## src/rtl/cc_eval_pkg.sv

```systemverilog
// Package: shared encodings for the condition evaluator.
// Assumes: the condition code is 3 bits wide and the operation select is 2 bits wide.
package cc_eval_pkg;

    localparam int CC_W = 3;
    localparam int OP_W = 2;

    typedef enum logic [CC_W-1:0] {
        CC_EQ   = 3'd0,
        CC_NE   = 3'd1,
        CC_LT   = 3'd2,
        CC_LE   = 3'd3,
        CC_GT   = 3'd4,
        CC_GE   = 3'd5,
        CC_RSV6 = 3'd6,
        CC_RSV7 = 3'd7
    } cc_code_e;

    typedef enum logic [OP_W-1:0] {
        OP_IDLE = 2'd0,
        OP_JUMP = 2'd1,
        OP_SETB = 2'd2,
        OP_RSV  = 2'd3
    } cc_op_e;

    typedef struct packed {
        logic ovf;
        logic sgn;
        logic zero;
    } cc_flags_t;

endpackage

```

## src/rtl/cc_cond_decode.sv

```systemverilog
// Module: cc_cond_decode
// Evaluates a condition code against the three flags, purely combinationally.
// Assumes: the flags are stable for the whole cycle. Reserved codes give false.
module cc_cond_decode
    import cc_eval_pkg::*;
(
    input  cc_flags_t             flags_i,
    input  logic [CC_W-1:0]       code_i,
    output logic                  hold_o
);

    logic less_w;
    logic less_eq_w;

    // Signed ordering terms, built from sign versus overflow
    always_comb begin
        less_w    = flags_i.sgn ^ flags_i.ovf;
        less_eq_w = less_w | flags_i.zero;
    end

    // Select the verdict for the presented code
    always_comb begin
        case (cc_code_e'(code_i))
            CC_EQ:   hold_o = flags_i.zero;
            CC_NE:   hold_o = ~flags_i.zero;
            CC_LT:   hold_o = less_w;
            CC_LE:   hold_o = less_eq_w;
            CC_GT:   hold_o = ~less_eq_w;
            CC_GE:   hold_o = ~less_w;
            default: hold_o = 1'b0;
        endcase
    end

endmodule

```

## src/rtl/cc_lane_merge.sv

```systemverilog
// Module: cc_lane_merge
// Replaces the lowest lane of a word with a zero-extended single bit and keeps every other lane.
// Assumes: DATA_W is a whole multiple of LANE_W.
module cc_lane_merge #(
    parameter int DATA_W = 64,
    parameter int LANE_W = 8
) (
    input  logic [DATA_W-1:0] word_i,
    input  logic              bit_i,
    output logic [DATA_W-1:0] merged_o
);

    localparam int N_LANES = DATA_W / LANE_W;

    // Lane 0 takes the bit and the others pass through unchanged
    for (genvar g = 0; g < N_LANES; g++) begin : g_lane
        if (g == 0) begin : g_low
            assign merged_o[LANE_W-1:0] = {{(LANE_W-1){1'b0}}, bit_i};
        end else begin : g_keep
            assign merged_o[g*LANE_W +: LANE_W] = word_i[g*LANE_W +: LANE_W];
        end
    end

endmodule

```

## src/rtl/cc_eval_unit.sv

```systemverilog
// Module: cc_eval_unit (top)
// Registers the condition verdict as a jump-taken flag, or as a set-byte write of the destination.
// Assumes: the flags come from a register upstream. The reset is synchronous and active low.
// Results appear one cycle after the operation is presented.
module cc_eval_unit
    import cc_eval_pkg::*;
#(
    parameter int DATA_W = 64,
    parameter int LANE_W = 8
) (
    input  logic              clk,
    input  logic              rst_n,
    input  logic              flag_ovf_i,
    input  logic              flag_sgn_i,
    input  logic              flag_zero_i,
    input  logic [2:0]        cond_i,
    input  logic [1:0]        op_i,
    input  logic [DATA_W-1:0] dest_i,
    output logic              taken_o,
    output logic              wr_en_o,
    output logic [DATA_W-1:0] wr_data_o
);

    cc_flags_t         flags_w;
    logic              hold_w;
    logic [DATA_W-1:0] merged_w;

    // Gather the loose flag pins into the shared struct
    always_comb flags_w = '{ovf: flag_ovf_i, sgn: flag_sgn_i, zero: flag_zero_i};

    cc_cond_decode u_decode (
        .flags_i (flags_w),
        .code_i  (cond_i),
        .hold_o  (hold_w)
    );

    cc_lane_merge #(
        .DATA_W (DATA_W),
        .LANE_W (LANE_W)
    ) u_merge (
        .word_i   (dest_i),
        .bit_i    (hold_w),
        .merged_o (merged_w)
    );

    // Output register: the operation select chooses which result is launched
    always_ff @(posedge clk) begin
        if (!rst_n) begin
            taken_o   <= 1'b0;
            wr_en_o   <= 1'b0;
            wr_data_o <= '0;
        end else begin
            case (cc_op_e'(op_i))
                OP_JUMP: begin
                    taken_o   <= hold_w;
                    wr_en_o   <= 1'b0;
                    wr_data_o <= '0;
                end
                OP_SETB: begin
                    taken_o   <= 1'b0;
                    wr_en_o   <= 1'b1;
                    wr_data_o <= merged_w;
                end
                default: begin
                    taken_o   <= 1'b0;
                    wr_en_o   <= 1'b0;
                    wr_data_o <= '0;
                end
            endcase
        end
    end

    // a jump never comes with a write
    p_jump_no_write_r7: assert property (@(posedge clk) disable iff (!rst_n)
        taken_o |-> !wr_en_o);

    // the upper lanes follow the destination that was presented
    p_upper_kept_r8: assert property (@(posedge clk) disable iff (!rst_n)
        ($past(rst_n) && $past(op_i) == 2'd2) |-> (wr_en_o &&
            wr_data_o[DATA_W-1:LANE_W] == $past(dest_i[DATA_W-1:LANE_W])));

    // the written byte is only ever 0 or 1
    p_low_byte_bool_r8: assert property (@(posedge clk) disable iff (!rst_n)
        wr_en_o |-> (wr_data_o[LANE_W-1:1] == '0));

    // a reserved code never takes a jump
    p_reserved_false_r6: assert property (@(posedge clk) disable iff (!rst_n)
        ($past(rst_n) && $past(op_i) == 2'd1 && $past(cond_i) >= 3'd6) |-> !taken_o);

    // idle or reserved selects leave every output quiet
    p_idle_quiet_r9: assert property (@(posedge clk) disable iff (!rst_n)
        ($past(rst_n) && ($past(op_i) == 2'd0 || $past(op_i) == 2'd3))
            |-> (!taken_o && !wr_en_o && wr_data_o == '0));

endmodule

```

## config.mk

```make
export PLATFORM = sky130hd
export DESIGN_NAME = cc_eval_unit
export DESIGN_NICKNAME = d
export VERILOG_FILES = /design/src/rtl/cc_eval_pkg.sv /design/src/rtl/cc_cond_decode.sv /design/src/rtl/cc_lane_merge.sv /design/src/rtl/cc_eval_unit.sv
export SDC_FILE = /design/constraint.sdc
export NUM_CORES = 1
export LEC_CHECK = 0
export BUFFER_PORTS_ARGS = -buffer_cell sky130_fd_sc_hd__clkbuf_2
export CORE_MARGIN = 2
export CORE_UTILIZATION = 34
export DETAILED_ROUTE_END_ITERATION = 8
export PLACE_DENSITY = 0.86
export SYNTH_ARGS = -nofsm -noshare
export SYNTH_HDL_FRONTEND = slang
export SYNTH_SLANG_ARGS = --single-unit
```

## constraint.sdc

```tcl
create_clock -name clk -period 0.9 [get_ports clk]
set_input_delay 0 -clock clk [delete_from_list [all_inputs] [get_ports clk]]
set_output_delay 0 -clock clk [all_outputs]
set_load 0.005 [all_outputs]
```

; Word level (Yosys, flattened, before mapping)
; Index checks and enable logic that the tools add are counted.
[totals]
word_cells = 21
reg_bits = 66
output_inout_bits = 66
in_bits = 74
[classes]
eq_ne = 7
bitwise_logic = 5
mux = 2
n_reduce_logical = 3
[op_table]
columns = operator, count
row1 = "== test 3 x 2 -> 1 bit, second input constant", 2
row2 = "== test 3 bit, second input constant", 2
row3 = one-hot mux 1 bit (6 select lines), 1
row4 = AND reduction 2 bit, 2
row5 = "== test 3 x 1 -> 1 bit, second input constant", 1
row6 = zero test 3 bit, 1
row7 = inverter 1 bit, 3
row8 = "== test 2 x 1 -> 1 bit, second input constant", 1
row9 = "== test 2 bit, second input constant", 1
row10 = 2-to-1 mux 1 bit, 1
row11 = OR 1 bit, 1
row12 = XOR 1 bit, 1

; Depth between registers and ports, before layout
; Gate-level depths: netlist (run 1).
[depth]
ltp_word = 4
ltp_mapped = 4
mapped_depth_nobuf = 4

; Hierarchy
; From an unflattened synthesis (run 1), not the netlist that was laid out.
[unflattened]
cells_unflattened = 226
area_unflattened_um2 = 2691.3
[by_module_without_submodules]
columns = module, instances, cells_per_inst, area_each_um2, seq_area_each_um2
row1 = cc_eval_unit, 1, 153, 2143.3, 1321.3
row2 = cc_lane_merge, 1, 65, 484.2, 0.0
row3 = cc_cond_decode, 1, 8, 63.8, 0.0

; Worst setup path before layout (run 1)
; No wires, ideal clock.
[synth_timing]
path_kind = in2reg
startpoint = in flag_ovf_i
endpoint = reg taken_o
setup_slack_ns = 0.092
arrival_time_ns = 0.691
required_ns = 0.783
cell_stages = 4
n_path_buf = 0
path_cell_list = xor2_1 > a221oi_1 > o22ai_1 > and4b_1
[synth_via]
elab_chain_cells = 4
elab_cells_between_ends = 5
classes_between = mux (1) / bitwise (4)
[synth_lines]
columns = item, line_no
row1 = from (decl), cc_eval_unit.sv:13  ; input logic flag_ovf_i,
row2 = XOR 1 bit (*), cc_cond_decode.sv:17  ; less_w = flags_i.sgn ^ flags_i.ovf;
row3 = OR 1 bit, cc_cond_decode.sv:18  ; less_eq_w = less_w | flags_i.zero;
row4 = inverter 1 bit, cc_cond_decode.sv:28  ; CC_GT: hold_o = ~less_eq_w;
row5 = one-hot mux 1 bit (6 select lines) (*), cc_cond_decode.sv:23  ; case (cc_code_e'(code_i))
row6 = to (signal assigned), cc_eval_unit.sv:55  ; taken_o <= hold_w;
row7 = to (decl), cc_eval_unit.sv:19  ; output logic taken_o,
; Every way passes the cells marked *; elsewhere a longest branch is shown, timed or not.
; A chain may end at the register's enable or synchronous reset.

; Final worst setup path (run 1)
[layout_timing]
startpoint = reg wr_data_o[0]
endpoint = out wr_data_o[0]
[layout_lines]
columns = item, line_no
row1 = from (decl), cc_eval_unit.sv:21  ; output logic [DATA_W-1:0] wr_data_o
row2 = from (signal assigned), cc_eval_unit.sv:62  ; wr_data_o <= merged_w;
; No word-level cell between the ends.

==> flow_summary.ini, run 1 <==
[clocking]
clk_pin_slew_ns = 0.06
h-tree-depth = 3
clock_path_buffers = 2
cts_setup_buffers = 0
cts_root_buffer = clkbuf_8
cts_buffers = 9
cts_tree = yes
cts_sinks = 59
ctsResizeCount = 0
ctsHoldBuffers = 59

[floorplan]
core_area_um2 = 4750
rows = 25
top_level_ports = 140
fp.dieArea_um2 = 5560
dieWidth_um = 74.5
start_util = 0.356
die_height_um = 74.5

[synth]
synth-seq-cells = 59
yosysWarnings = 0
avgSynthCellArea_um2 = 12.2
synth.top_cell.area_share = 0.698
synth.distinct_cells = 16
yosysTopAreaCell = dfxtp_1
synth_area_um2 = 1690
synth.area.top_cells = dfxtp_1, and2_1, buf_4, clkbuf_1, and4b_1
ys_seq_area_frac = 0.698
syn_inst = 139

[route]
wl_per_cell_um = 12.0
route.vias.total = 1611
ant_nets = 0
drc_errors = 0
post_drt_via_cell_ratio = 4.03
drt_iter0_markers = 39
drtPass1Iterations = 4
drt-total-wl_um = 4790

[worst_hold_path]
hp-class = in2reg
hold_start = cond_i[2]
min_to = taken_o
min_path_cells = 3

[timing]
max_freq_ghz = 1.32
fin_crit_ns = 0.757
setup_viol_count_final = 0
final_max_slew_viol_count = 0
final_hold_viol_count = 0
period_share = 0.841
rsz0062_at_grt = no

[placement]
placed_cell_area_um2 = 2370
dp.cells = 325
portBuffers = 124
finalWeightedCongestion = 0.655

[cells_and_area]
layout.cells.most_common = clkbuf_2
stdcell_area_um2 = 3110
stdcell_count = 400
layout_common_cells = clkbuf_2, dlygate4sd3_1, dfxtp_1
antennaDiodeCount = 0
drive_above_1_share = 0.417
syn2layout_area_growth_pct = 84.1
nets = 402
fill_cells = 383

[setup_path]
start_kind = flop
slowest_delay_ns = 0.32
cp_max_fo = 1
required_ns = 0.90
crit_path_end_kind = primary output
worstSetupPathType = reg2out
crit_path_cell_trace = clkbuf_2
crit_family = flip-flops
cp_num_cells = 1
cp_num_buf_inv = 1
crit_slowest_cell = dfxtp_1
arrival_ns = 0.76

[global_routing]
grt_use_total = 0.167
grt_max_degree = 35
grt_pass1_wl_um = 6640
grt_pass1_vias = 1619
antenna_found_initial = 0
grt_overflow = 0

[pwr]
p_per_area_nw_per_um2 = 1650
power.leakage_uw = 0.00158
ir_worst_vdd_v = 0.000873

[outcome]
status = finished, final reports clean

[flow_run]
drv_cap = 0
-- stage by stage --
step | utilization | setup TNS, ns | worst slack (ns) | total power (uW) | hold WS, ns
3_3_place_gp | 0.498 | -0.0804 | -0.0459 | 3080 | 0.199
5_1_grt | 0.655 | 0 | 0.0923 | 5380 | 0.0907
4_1_cts | 0.655 | 0 | 0.103 | 5200 | 0.0647
2_1_floorplan | - | 0 | 0.0918 | 2880 | 0.122
6_report | 0.655 | 0 | 0.143 | 5140 | 0.0907
3_5_place_dp | 0.498 | -0.178 | -0.0902 | 3080 | 0.202
-- flip-flops by register name, summed over array words and instances (netlist names) --
register   flops
taken_o        1
wr_en_o        1
wr_data_o     57
-- kinds of logic (layout without fill, tap and decap cells) --
logic type / after synthesis / count (layout) / share of synthesized area
AOI/OAI and AO/OA: 2 / 2 / 0.00888
xor gates and xnor gates: 2 / 2 / 0.0104
buffers and inverters: 13 / 201 / 0.0451
DFF: 59 / 59 / 0.698
other: 1 / 7 / 0.00222
and+or+nand+nor: 62 / 62 / 0.235
-- metal layers --
layer	track usage	vias up	part of all wire
met5	0	-	0
met4	0.0893	0	0.021
met3	0.0854	10	0.092
met2	0.333	88	0.55
met1	0.124	725	0.34
li1	-	788	-
-- area by class of cell --
cell class | instances | area (um^2) | area share
sequential | 59 | 1180 | 0.379
tap | 67 | 83.8 | 0.0269
clock inverter | 3 | 15.0 | 0.00482
clock buffer | 13 | 139 | 0.0446
multi-input combinational | 73 | 457 | 0.147
timing repair buffer | 185 | 1240 | 0.398
-- report_power, final --
part | switching [uW] | leakage (uW) | total (uW) | internal (uW)
Combinational | 172 | 0.00102 | 538 | 366
Sequential | 19.1 | 0.000480 | 2700 | 2680
Clock | 912 | 0.0000812 | 1900 | 987
Total | 1100 | 0.00158 | 5140 | 4040
-- synthesized netlist by cell type --
master / number
nor3b_1: 1
and4b_1: 1
o22ai_1: 1
xor2_1: 1
xnor2_1: 1
and3b_1: 1
dfxtp_1: 59
buf_4: 7
nand3b_1: 1
and2_1: 56
nand2b_1: 1
a221oi_1: 1
clkbuf_1: 5
and2_2: 1
buf_2: 1
conb_1: 1
-- worst max-delay path by stage --
stage | startpoint | slack, ns | end
finish | wr_data_o[0] | 0.14 | wr_data_o[0]
global route | wr_data_o[29] | 0.09 | wr_data_o[29]
CTS | wr_data_o[0] | 0.10 | wr_data_o[0]
detailed placement | cond_i[1] | -0.09 | taken_o
global placement | cond_i[1] | -0.05 | taken_o
floorplan | flag_ovf_i | 0.09 | taken_o
Power figures use the tool's default switching activity.
==> inputs of run 2 (changes only) <==
CORE_UTILIZATION = 37   (was 34)
PLACE_DENSITY = 0.88   (was 0.86)
clock period = 0.8 ns   (was 0.9 ns; I/O delays follow)
==> run 2 against run 1 <==
Against the previous run: critical path depth unchanged; wire length increased by 4.1%; core utilization increased by 6.2 points; non-clock buffer count increased by 1; clock-buffer cell count unchanged; worst setup slack got worse by 0.11 ns; sequential share of layout area decreased by 0.30 points; worst hold slack improved by 0.0091 ns; sequential cell count unchanged; clock power increased by 39%; critical endpoint is now wr_data_o[10]; largest power group unchanged; highest routed layer unchanged.
==> flow_summary.ini, run 2 (synthesized netlist as in run 1, its figures left out) <==
[pwr]
p_int_uw = 5020
p_per_area_nw_per_um2 = 2000
switching_share = 0.202
combPwrFrac = 0.097
ir_worst_vdd_v = 0.00131
p_switching_uw = 1270
p_seq_frac = 0.484
clkPwrFrac = 0.420
power.total_uw = 6290
power.leakage_uw = 0.00160

[cells_and_area]
top_register = wr_data_o
stdcell_area_um2 = 3150
antennaDiodeCount = 0
reg.largest.list = wr_data_o x57, taken_o x1, wr_en_o x1
drive_above_1_share = 0.429
nets = 403
fill_cells = 314
layout_common_cells = clkbuf_2, dlygate4sd3_1, dfxtp_1
syn2layout_area_growth_pct = 85.9
layout.cells.most_common = clkbuf_2
largest_register_ffs = 57

[placement]
portBuffers = 124
place_hpwl_um = 2720
placed_cell_area_um2 = 2360
finalWeightedCongestion = 0.666

[route]
drtPass1Iterations = 4
ant_nets = 0
post_drt_via_cell_ratio = 4.18
wl_per_cell_um = 12.9
drt_iter0_markers = 53
drc_errors = 0
route.vias.total = 1611
drt-total-wl_um = 4980

[setup_path]
cp_max_fo = 1
crit_path_end_kind = primary output
arrival_ns = 0.76
crit_family = flip-flops
cp_num_buf_inv = 1
crit_path_cell_trace = clkbuf_2
crit_slowest_cell = dfxtp_1
start_kind = flop
slowest_delay_ns = 0.33
worstSetupPathType = reg2out
required_ns = 0.80

[floorplan]
fp.dieArea_um2 = 5130
rows = 24
start_util = 0.386
core_area_um2 = 4380
top_level_ports = 140
dieWidth_um = 71.6
die_height_um = 71.6

[global_routing]
grt_pass1_wl_um = 7650
grt_max_degree = 34
grt_overflow = 0
grt_use_total = 0.200
antenna_found_initial = 0
grt_pass1_vias = 1711

[timing]
fin_crit_ns = 0.763
final_max_slew_viol_count = 0
tns_ns = 0
rsz0062_at_grt = no
period_share = 0.954
final_hold_viol_count = 0
setup_viol_count_final = 0
max_freq_ghz = 1.31

[clocking]
cts_buffers = 9
h-tree-depth = 3
clock_path_buffers = 2
cts_setup_buffers = 0
cts_tree = yes
clk_pin_slew_ns = 0.06
cts_sinks = 59
cts_root_buffer = clkbuf_8

[flow_run]
drv_cap = 0

[outcome]
status = finished, final reports clean

[worst_hold_path]
hp-class = in2reg
==> run 2: power by group through the flow <==
stage | Sequential (uW) | Combinational (uW) | Clock, uW
global placement | 3100 | 358 | 0
CTS | 3040 | 594 | 2700
global route | 3050 | 667 | 2830
detailed placement | 3100 | 365 | 0
floorplan | 3110 | 125 | 0
finish | 3040 | 610 | 2640
==> run 2: final timing paths <==
path,slack (ns),cells past startpoint,to,startpoint
hold / removal,0.1,3,wr_data_o[0],cond_i[2]
setup / recovery,0.04,1,wr_data_o[10],wr_data_o[10]
==> run 2: timing repair <==
item,CTS,global route
endpoints found under the setup margin,0,2
hold endpoints to repair,57,0
hold buffers,59,0
resized for setup,0,2
==> run 2: stage by stage <==
step                      hold WS, ns  std cells  setup slack, ns   util
final                          0.0998        385           0.0368  0.717
after global routing            0.109        385          0.00395  0.717
after CTS                      0.0800        385           0.0225  0.717
after detailed placement        0.202        311           -0.165  0.538
after global placement          0.199        311           -0.135  0.538
after floorplan                 0.122        145           0.0146      -
==> run 2: cell type report <==
cell class              count  area, um^2  share of cell area
repair buffers            186        1250               0.396
flip-flops and latches     59        1180               0.376
multi-input cells          73         457               0.145
clock buffers              13         159              0.0505
well taps                  52        65.1              0.0207
clock inverters             2        35.0              0.0111
==> run 2: tightest hold or removal path, stage by stage <==
cell	delay (ns)
clkbuf_2	0.10
o22ai_1	0.08
and2_2	0.18
==> run 2: per-layer routing <==
layer,vias to the layer above,global-route usage,part of all wire,wire (um)
li1,789,-,-,-
met1,719,0.178,0.33,1640
met2,90,0.399,0.57,2820
met3,13,0.0534,0.080,399
met4,0,0.109,0.026,128
met5,-,0,0,0
==> inputs of run 3 (changes only) <==
ABC_AREA = 1   (was unset)
CORE_UTILIZATION = 41   (was 37)
PLACE_DENSITY = 0.9   (was 0.88)
==> run 3 against run 2 <==
Against the previous run: via count increased by 15%; non-clock buffer count increased by 2; clock power decreased by 17%; critical path depth unchanged; combinational power increased by 28%.
==> flow_summary.ini, run 3 <==
[setup_path]
cp_max_fo = 1
start_kind = flop
required_ns = 0.80
cp_num_buf_inv = 1
crit_path_cell_trace = clkbuf_2
slowest_delay_ns = 0.33
cp_num_cells = 1
worstSetupPathType = reg2out
crit_family = flip-flops
arrival_ns = 0.76
crit_slowest_cell = dfxtp_1
crit_path_end_kind = primary output

[clocking]
clk_pin_slew_ns = 0.06
clock_path_buffers = 2
ctsResizeCount = 0
cts_sinks = 59
cts_root_buffer = clkbuf_8
cts_buffers = 9
cts_setup_buffers = 0
cts_tree = yes
ctsHoldBuffers = 61
h-tree-depth = 3

[global_routing]
grt_pass1_vias = 1885
grt_max_degree = 28
grt_use_total = 0.186
grt_pass1_wl_um = 7560
grt_overflow = 0
antenna_found_initial = 0

[cells_and_area]
fill_cells = 344
stdcell_count = 472
layout_common_cells = clkbuf_2, dlygate4sd3_1, inv_1
top_register = wr_data_o
multi_input_area_um2 = 548
syn2layout_area_growth_pct = 69.5
reg.largest.list = wr_data_o x57, taken_o x1, wr_en_o x1
drive_above_1_share = 0.425
layout.cells.most_common = clkbuf_2
regArea_um2 = 1180
largest_register_ffs = 57
nets = 475
antennaDiodeCount = 0

[pwr]
power.leakage_uw = 0.00190
ir_worst_vdd_v = 0.000959
p_per_area_nw_per_um2 = 1730

[route]
wl_per_cell_um = 10.7
drtPass1Iterations = 4
ant_nets = 0
drc_errors = 0
post_drt_via_cell_ratio = 3.93
drt_iter0_markers = 32
route.vias.total = 1857
drt-total-wl_um = 5060

[floorplan]
start_util = 0.429
top_level_ports = 140
core_area_um2 = 4790
fp.dieArea_um2 = 5590
rows = 25
dieWidth_um = 74.8
die_height_um = 74.8

[placement]
portBuffers = 124
dp.cells = 396
finalWeightedCongestion = 0.697
place_hpwl_um = 3120

[synth]
synth_fa_ha_area_frac = 0
synth.top_cell.area_share = 0.575
synthXorXnorAreaFrac = 0
muxShareOfSynthArea = 0
synth.area.top_cells = dfxtp_1, nor2_4, inv_1, nor2_1, buf_4
synth_edf_count = 0
avgSynthCellArea_um2 = 9.83
synth_compound_area_frac = 0.00244
synth.distinct_cells = 14
synth_ff_type = dfxtp_1
synth_most_common_cell = inv_1
yosys.area_share.simple = 0.252
syn_inst = 209
yosysWarnings = 0
synth_area_um2 = 2050
ys_seq_area_frac = 0.575
yosysTopAreaCell = dfxtp_1
synth_top_family_by_area = simple AND/OR/NAND/NOR gates
synth_commonest_cells = inv_1, dfxtp_1, nor2_1, nor2_4, nand2_1
synth-seq-cells = 59
async_flop_share = 0

[timing]
setup_viol_count_final = 0
final_max_slew_viol_count = 0
fin_crit_ns = 0.759
rsz0062_at_grt = no
final_hold_viol_count = 0
fin_hold_ws_ns = 0.0300
period_share = 0.948
max_freq_ghz = 1.32

[outcome]
status = finished, final reports clean

[flow_run]
drv_cap = 0

[worst_hold_path]
min_path_cells = 4
hp-class = in2reg
## run 3: cell count changes in the layout (fill, tap and decap cells not counted), sizes merged, moves of 2 or more
cell	delta
and2	-57
clkinv	+3
dlygate4sd3	+2
nor2	+62
nand2	+9
nand3	+2
inv	+60
## run 3: power breakdown
part           total [uW]  internal (uW)  switching (uW)
logic                 779            443             336
clock network        2190           1180            1010
registers            3040           3020            21.4
total                6010           4640            1370
## run 3: logic make-up after synthesis
logic type / count (synthesis)
other cells: 1
simple gates: 74
buf+inv: 74
compound gates: 1
flops: 59
## run 3: tightest hold or removal path: cells and delay by family
kind	cells	cell delay, ns
buffers and inverters	2	0.21
and+or+nand+nor	2	0.09
## run 3: final cells by class
class | count | area share
inverters | 61 | 0.0661
clock buffers | 12 | 0.0417
clock inverters | 3 | 0.00431
multi-input cells | 82 | 0.157
repair buffers | 188 | 0.367
well taps | 67 | 0.0241
flip-flops and latches | 59 | 0.339
## run 3: worst paths after layout
check / from / end / slack (ns)
worst max-delay path: wr_data_o[42] / wr_data_o[42] / 0.04
worst min-delay path: op_i[0] / wr_data_o[51] / 0.03
## run 3: through the flow
| stage | worst slack [ns] | cell area [um^2] | utilization | TNS [ns] | total power [uW] |
|---|---|---|---|---|---|
| finish | 0.0413 | 3480 | 0.728 | 0 | 6010 |
| global route | 0.00456 | 3480 | 0.728 | 0 | 6310 |
| CTS | 0.0276 | 3480 | 0.728 | 0 | 6080 |
| detailed placement | -0.00289 | 2710 | 0.567 | -0.00289 | 3640 |
| global placement | 0.0398 | 2710 | 0.567 | 0 | 3620 |
| floorplan | 0.153 | 2080 | - | 0 | 3400 |
## run 3: layer usage
layer	GRT usage	vias up	part of all wire
met5	0	-	0
met2	0.377	90	0.56
met1	0.151	813	0.33
met3	0.0495	17	0.070
met4	0.125	0	0.035
li1	-	937	-
